**config.mk**
```make
export PLATFORM = sky130hd
export DESIGN_NAME = match_timer
export DESIGN_NICKNAME = d
export VERILOG_FILES = /design/src/rtl/match_timer.sv
export SDC_FILE = /design/constraint.sdc
export NUM_CORES = 1
export LEC_CHECK = 0
export ABC_AREA = 1
export BUFFER_PORTS_ARGS = -buffer_cell sky130_fd_sc_hd__buf_4
export CORE_ASPECT_RATIO = 1.2
export CORE_MARGIN = 2
export CORE_UTILIZATION = 35
export CTS_CLUSTER_SIZE = 12
export DETAILED_ROUTE_END_ITERATION = 8
export GPL_TIMING_DRIVEN = 1
export MAX_ROUTING_LAYER = met4
export PLACE_DENSITY = 0.62
export RECOVER_POWER = 100
export SLEW_MARGIN = 15
export SYNTH_ARGS = -nofsm -noshare
export SYNTH_HDL_FRONTEND = slang
export SYNTH_SLANG_ARGS = --single-unit
```
**constraint.sdc**
```tcl
create_clock -name clk -period 3.3 [get_ports clk]
set_input_delay 0 -clock clk [delete_from_list [all_inputs] [get_ports clk]]
set_output_delay 0 -clock clk [all_outputs]
set_load 0.005 [all_outputs]
```
**src/rtl/match_timer.sv**
```systemverilog
module match_timer #(
  parameter int W  = 32,
  parameter int AW = 8
) (
  input  logic          clk,
  input  logic          rst_n,
  input  logic          tick,
  input  logic          req,
  input  logic          we,
  input  logic [AW-1:0] addr,
  input  logic [W-1:0]  wdata,
  output logic [W-1:0]  rdata,
  output logic          err,
  output logic          irq
);
  localparam logic [AW-1:0] OFF_MATCH = AW'(8'h00);
  localparam logic [AW-1:0] OFF_COUNT = AW'(8'h10);
  localparam logic [AW-1:0] OFF_STAT  = AW'(8'h14);
  localparam logic [AW-1:0] OFF_IEN   = AW'(8'h1C);
  localparam logic [W-1:0]  ALL_ONES  = {W{1'b1}};

  logic [W-1:0] match_q, remain_q, ien_q;
  logic         running_q, status_q;

  wire [W-1:0] count_now = match_q - remain_q;

  wire sel_match = addr == OFF_MATCH;
  wire sel_count = addr == OFF_COUNT;
  wire sel_stat  = addr == OFF_STAT;
  wire sel_ien   = addr == OFF_IEN;

  wire wr = req & we;
  wire rd = req & ~we;

  wire wr_match    = wr & sel_match;
  wire wr_ien      = wr & sel_ien;
  wire wr_stat_ok  = wr & sel_stat & (wdata == '0);
  wire wr_stat_bad = wr & sel_stat & (wdata != '0);

  wire legal_wr = sel_match | sel_stat | sel_ien;
  wire legal_rd = sel_count | sel_stat | sel_ien;
  wire bad      = (wr & ~legal_wr) | (rd & ~legal_rd) | wr_stat_bad;

  wire [W-1:0] arm_dist = (wdata > count_now) ? (wdata - count_now)
                                              : (wdata + (ALL_ONES - count_now));

  wire step = running_q & tick & ~wr_match;
  wire hit  = step & (remain_q <= W'(1));

  logic [W-1:0] rd_mux;
  always_comb begin
    rd_mux = '0;
    if (rd) begin
      if (sel_count)     rd_mux = count_now;
      else if (sel_stat) rd_mux = {{(W-1){1'b0}}, status_q};
      else if (sel_ien)  rd_mux = ien_q;
    end
  end

  always_ff @(posedge clk or negedge rst_n) begin
    if (!rst_n) begin
      match_q   <= '0;
      remain_q  <= '0;
      running_q <= 1'b0;
    end else if (wr_match) begin
      match_q   <= wdata;
      remain_q  <= arm_dist;
      running_q <= 1'b1;
    end else if (step) begin
      remain_q  <= (remain_q == '0) ? '0 : remain_q - W'(1);
      if (hit) running_q <= 1'b0;
    end
  end

  always_ff @(posedge clk or negedge rst_n) begin
    if (!rst_n) begin
      ien_q    <= '0;
      status_q <= 1'b0;
    end else begin
      if (wr_ien) ien_q <= wdata;
      if (hit && ien_q != '0) status_q <= 1'b1;
      else if (wr_stat_ok)    status_q <= 1'b0;
    end
  end

  always_ff @(posedge clk or negedge rst_n) begin
    if (!rst_n) begin
      rdata <= '0;
      err   <= 1'b0;
    end else begin
      rdata <= rd_mux;
      err   <= bad;
    end
  end

  assign irq = status_q;
endmodule

```
==> Yosys cells after proc, flatten, opt, wreduce, memory -nomap -nowiden <==
Index checks and enable logic that the tools add are counted.
{ "totals": {"ff_bits": 131, "latch_bits": 0, "mem_bits_rw": 0, "rom_bits": 0, "input_bits": 45, "word_cells": 62, "n_memories": 0} }
{ "classes": {"addsub": 5, "n_mul": 0, "div_mod_pow": 0, "order_cmp": 2, "n_eq_ne": 3, "shift": 0, "n_mux": 13, "bitwise_logic": 22, "n_reduce_logical": 10} }
{ "op_table": {"columns": ["operator", "count"], "rows": [
  ["32-bit 2-to-1 mux", 8],
  ["32-bit logical NOT", 2],
  ["32-bit nonzero test", 2],
  ["32-bit subtractor", 2],
  ["32-bit adder", 1],
  ["32-bit greater-than comparator", 1],
  ["32-bit by 1-bit less-or-equal comparator with 1-bit output, second input constant", 1],
  ["32-bit by 1-bit subtractor with 32-bit output, second input constant", 1],
  ["32-bit subtractor, first input constant", 1],
  ["8-bit by 5-bit equality test with 1-bit output, second input constant", 3],
  ["1-bit bitwise AND", 12],
  ["8-bit logical NOT", 1],
  ["1-bit bitwise OR", 6],
  ["2-bit nonzero test", 3],
  ["1-bit 2-to-1 mux", 5],
  ["1-bit NOT", 4],
  ["2-bit AND reduction", 1],
  ["1-bit logical AND", 1]
]} }

==> Logic depth before layout (Yosys ltp) <==
{ "logic_depth": {"word_depth": 8, "depth_mapped": 31, "ltp_nobuf": 30} }

==> Least setup slack after synthesis <==
Ideal clock, no wire load.
{ "synth_timing": {"kind": "register -> register", "startpoint": "reg remain_q[0]", "endpoint": "reg remain_q[0]", "setup_ps": 118, "arrival_ps": 3477, "setup_slack_ps": -295, "path_stages_with_launch": 27, "path_buffers": 2, "path_cell_list": "dfrtp_1 > ha_1 > inv_1 > fa_1 > nand2_1 > nand2_1 > o21ai_0 > o21ai_0 > nand2_1 > nand2_1 > nand3_1 > nand2_1 > nand2_1 > and2_1 > ha_1 > nand2_1 > nor2_1 > nand2_1 > inv_1 > a21oi_1 > nand2_1 > nand2_1 > buf_4 > buf_6 > a21oi_1 > a21oi_1 > nor2_1"} }
{ "synth_between": {"elab_chain_len": 5, "elab_cells_between_ends": 11} }
{ "synth_lines": {"columns": ["item", "line", "source"], "rows": [
  ["start, declared", "22", "logic [W-1:0] match_q, remain_q, ien_q;"],
  ["start signal, assigned", "67", "remain_q <= arm_dist;"],
  ["start signal, assigned", "70", "remain_q <= (remain_q == '0) ? '0 : remain_q - W'(1);"],
  ["32-bit subtractor", "25", "wire [W-1:0] count_now = match_q - remain_q;"],
  ["32-bit subtractor", "45", ": (wdata + (ALL_ONES - count_now));"],
  ["32-bit adder", "45", null],
  ["32-bit 2-to-1 mux", "44", "wire [W-1:0] arm_dist = (wdata > count_now) ? (wdata - count_now)"],
  ["32-bit 2-to-1 mux (*)", "65", "end else if (wr_match) begin"]
]} }
Every way passes the cells marked *; elsewhere a longest branch is shown, timed or not. The select of a mux whose other input is x is not followed.
A chain may end at the register's enable or synchronous reset.

==> Final worst setup path <==
{ "layout_timing": {"startpoint": "reg remain_q[9]", "endpoint": "reg remain_q[6]"} }
{ "layout_between": {"elab_chain_len": 4, "elab_cells_between_ends": 7} }
{ "layout_lines": {"columns": ["item", "line"], "rows": [
  ["32-bit subtractor or 32-bit logical NOT (tied branches)", "25, 70"],
  ["32-bit greater-than comparator or 32-bit 2-to-1 mux (tied branches)", "44, 70"],
  ["32-bit 2-to-1 mux, on equally long branches", "44, 69"],
  ["32-bit 2-to-1 mux (*)", "65"]
]} }
Marked as above.

==> impl_metrics.csv <==
group,metric,value,unit
clock_tree,clk_path_buf_depth,2,
placed_design,hpwl,38500,um
status,violations,"max-capacitance violations, max-slew violations, negative setup slack",
floorplanning,rows,72,
synth,synth_simple_gate_area_share,36.3,%
detailed_routing,routed_wl,48500,um
finish,seqCellArea,3280,um2
synth,synthAdderAreaFrac,7.87,%
detailed_routing,wl_per_cell,18.2,um
placed_design,post-place-ws,-0.865,ns
synth,synth_top_family_by_area,"simple AND/OR/NAND/NOR gates",
synth,synthCells,1795,
clock_tree,ctsHtreeMaxLevel,4,
clock_tree,cts-buffers-inserted,17,
placed_design,gp_congestion,1.01,
floorplanning,boundaryPins,79,
global_route,grt_max_degree,69,
synth,synth_edf_count,0,
clock_tree,cts_sinks,131,
worst_setup_path,crit_path_end_kind,"flip-flop",
status,status,"finished, violations left",
floorplanning,start_util,35.5,%
worst_setup_path,critPathMaxFanout,6,
timing,max_freq,268,MHz
synth,synth_ff_type,"dfrtp_1",
run,cap_violations,2,
floorplanning,die_h,202,um
detailed_routing,via_per_inst,5.10,
detailed_routing,first_pass_iters,5,
synth,synth_mux_area_share,0,%
floorplanning,die_width,169,um
finish,final_common_cell,"nand2_1",
finish,drive_above_1_share,33.8,%
worst_setup_path,critPathArrivalTime,4.11,ns
finish,antennaDiodeCount,0,
clock_tree,cts_tree,"yes",
finish,multi_input_area,8540,um2
timing,hold_violations,0,
synth,netlist_area,11400,um2
synth,synth_fp_nets,1910,
synth,yosys_warnings,0,
synth,ys_seq_area_share,28.7,%
timing,setup_slack,-0.434,ns
detailed_routing,drtAntennaViolNets,0,
worst_setup_path,rrSetupSlack,-0.43,ns
pwr,cellLeakagePower,8.82,nW
synth,post-synth-top-area-cell,"dfrtp_1",
finish,syn_to_final_growth,54.3,%
synth,ys_types,45,
worst_setup_path,critPathMostFrequentCell,"nand2_4",
finish,fillers,3091,
worst_setup_path,startpoint_type,"flip-flop",
global_route,antenna_found_initial,0,
detailed_routing,drt_iter0_markers,969,
detailed_routing,vias,13628,
global_route,grt_pass1_vias,13341,
worst_hold_path,hold_path_end,"err$_DFF_PN0_",
placed_design,port_buffers,78,
finish,layout.cells.most_common_list,"nand2_1, buf_4, inv_1",
pwr,vdd_ir_drop_max,0.000412,V
pwr,powerDensity,709,nW/um2
worst_setup_path,r2r-end,"remain_q[6]$_DFFE_PN0P_",
detailed_routing,drc,0,
timing,tightest_slew,1.84,ns
synth,synth_xor_area_share,2.99,%
floorplanning,coreArea,32200,um2
synth,async_flop_share,100,%
worst_setup_path,slowest_delay,0.39,ns
global_route,grt_pass1_wl,72700,um
worst_setup_path,reg2reg_depth,25,
worst_setup_path,worstReg2RegStart,"remain_q[9]$_DFFE_PN0P_",
synth,syn_avg_cell_area,6.36,um2
synth,ys_seq_elements,131,
floorplanning,die-area,34100,um2
clock_tree,clk_pin_slew,0.06,ns
timing,skew,0.0166,ns
timing,slew_violations,130,
worst_hold_path,whs_path_depth,5,
worst_hold_path,hold_class,"primary input to flip-flop",
finish,fin_nets,2366,
worst_setup_path,slowest_stage,"dfrtp_1",
timing,slew_headroom,-22.6,%
worst_setup_path,path_class,"flip-flop to flip-flop",
timing,hold_slack,0.0478,ns
global_route,gr-total-overflow,0,
timing,period_needed,3.73,ns
clock_tree,clock_latency,0.45,ns
clock_tree,cts_root_buf,"clkbuf_16",
worst_hold_path,worstHoldStart,"we",
synth,ys_top_cells_by_area,"dfrtp_1, nand2_1, inv_1",
synth,synth_compound_area_share,14.3,%
synth,synth.top_cell.area_share,28.7,%
timing,fin_crit_sh,113,%
timing,setup_viol,33,
pwr,totalPowerFinal,0.0125,W
worst_setup_path,cp.required,3.68,ns
timing,setup_tns,-12.54,ns
global_route,grt_util_all_layers,29.0,%
timing,rsz0062_at_grt,"yes",
==> worst max path at each step <==
stage,from,endpoint,slack (ns),cells past startpoint
2_1_floorplan,remain_q[0]$_DFFE_PN0P_,remain_q[3]$_DFFE_PN0P_,-0.04,24
3_3_place_gp,remain_q[2]$_DFFE_PN0P_,remain_q[4]$_DFFE_PN0P_,-0.75,25
3_5_place_dp,remain_q[2]$_DFFE_PN0P_,remain_q[4]$_DFFE_PN0P_,-0.87,25
4_1_cts,match_q[0]$_DFFE_PN0P_,remain_q[6]$_DFFE_PN0P_,-0.45,27
5_1_grt,remain_q[26]$_DFFE_PN0P_,remain_q[3]$_DFFE_PN0P_,-0.66,26
6_report,remain_q[9]$_DFFE_PN0P_,remain_q[6]$_DFFE_PN0P_,-0.43,25
==> cells by family (layout without fill, tap and decap cells) <==
family,count (synthesis),in the layout
AND/OR/NAND/NOR,980,980
AO/OA/AOI/OAI,292,292
buffers and inverters,283,751
flip-flops,131,131
adder cells (fa/ha/maj),70,70
XOR/XNOR,39,39
==> critical path: cells and delay by family, from the launching register on <==
family | cells | cell delay (ns)
DFF | 1 | 0.39
buffers and inverters | 7 | 0.88
and+or+nand+nor | 11 | 0.97
adders and majority gates | 2 | 0.62
AOI/OAI and AO/OA | 5 | 0.81
==> cells in the mapped netlist, types with 6 or more instances <==
cell,count
a22oi_1,14
o22ai_1,7
buf_2,6
o21ai_0,119
a21oi_1,104
nand2_1,574
nand3_1,111
nand2_2,8
inv_1,242
nand4_1,12
o21bai_1,18
nor3_1,24
nand3b_1,22
nor2_1,183
xor2_1,34
clkbuf_1,21
dfrtp_1,131
o21a_1,6
ha_1,67
nor4_1,22
==> routing by layer <==
metal / global-route usage [%] / up-vias / part of all wire (%)
met5: - / - / 0
met4: 11.9 / 0 / 4.5
met3: 2.64 / 113 / 4.1
met2: 49.1 / 398 / 48
met1: 35.7 / 6427 / 43
li1: - / 6690 / -
==> through the flow <==
stage,std cells,util [%],instance area [um2]
after global placement,2566,46.3,14900
final,2670,54.7,17600
after floorplan,1795,-,11500
after CTS,2662,52.1,16800
after global routing,2670,54.7,17600
after detailed placement,2566,46.3,14900
==> sequential cells by signal (all words and copies together), names as in the netlist <==
register   flops
ien_q         32
match_q       32
rdata         32
remain_q      32
err            1
irq            1
running_q      1
==> power breakdown <==
group	leakage (nW)	switching [W]	internal (W)	total, W
Sequential	1.77	0.0000801	0.00172	0.00180
Combinational	6.78	0.00478	0.00395	0.00873
Clock	0.278	0.000774	0.00118	0.00195
Total	8.82	0.00564	0.00685	0.0125
==> layout make-up <==
| type | instances | area share, % |
|---|---|---|
| clock inverters | 13 | 0.917 |
| well taps | 407 | 2.89 |
| multi-input cells | 1381 | 48.5 |
| clock buffers | 18 | 2.44 |
| repair buffers | 473 | 21.3 |
| inverters | 247 | 5.33 |
| flip-flops and latches | 131 | 18.6 |
==> what timing repair did <==
item / 4_1_cts / 5_1_grt
gates resized for setup: 142 / 186
pin swaps: 53 / 57
hold buffers: 34 / 0
setup endpoints to repair: 32 / 33
endpoints found under the hold margin: 131 / 0
buffers inserted: 30 / 9
gates cloned: 2 / 1
No activity file was read; power rests on OpenSTA's default activity.
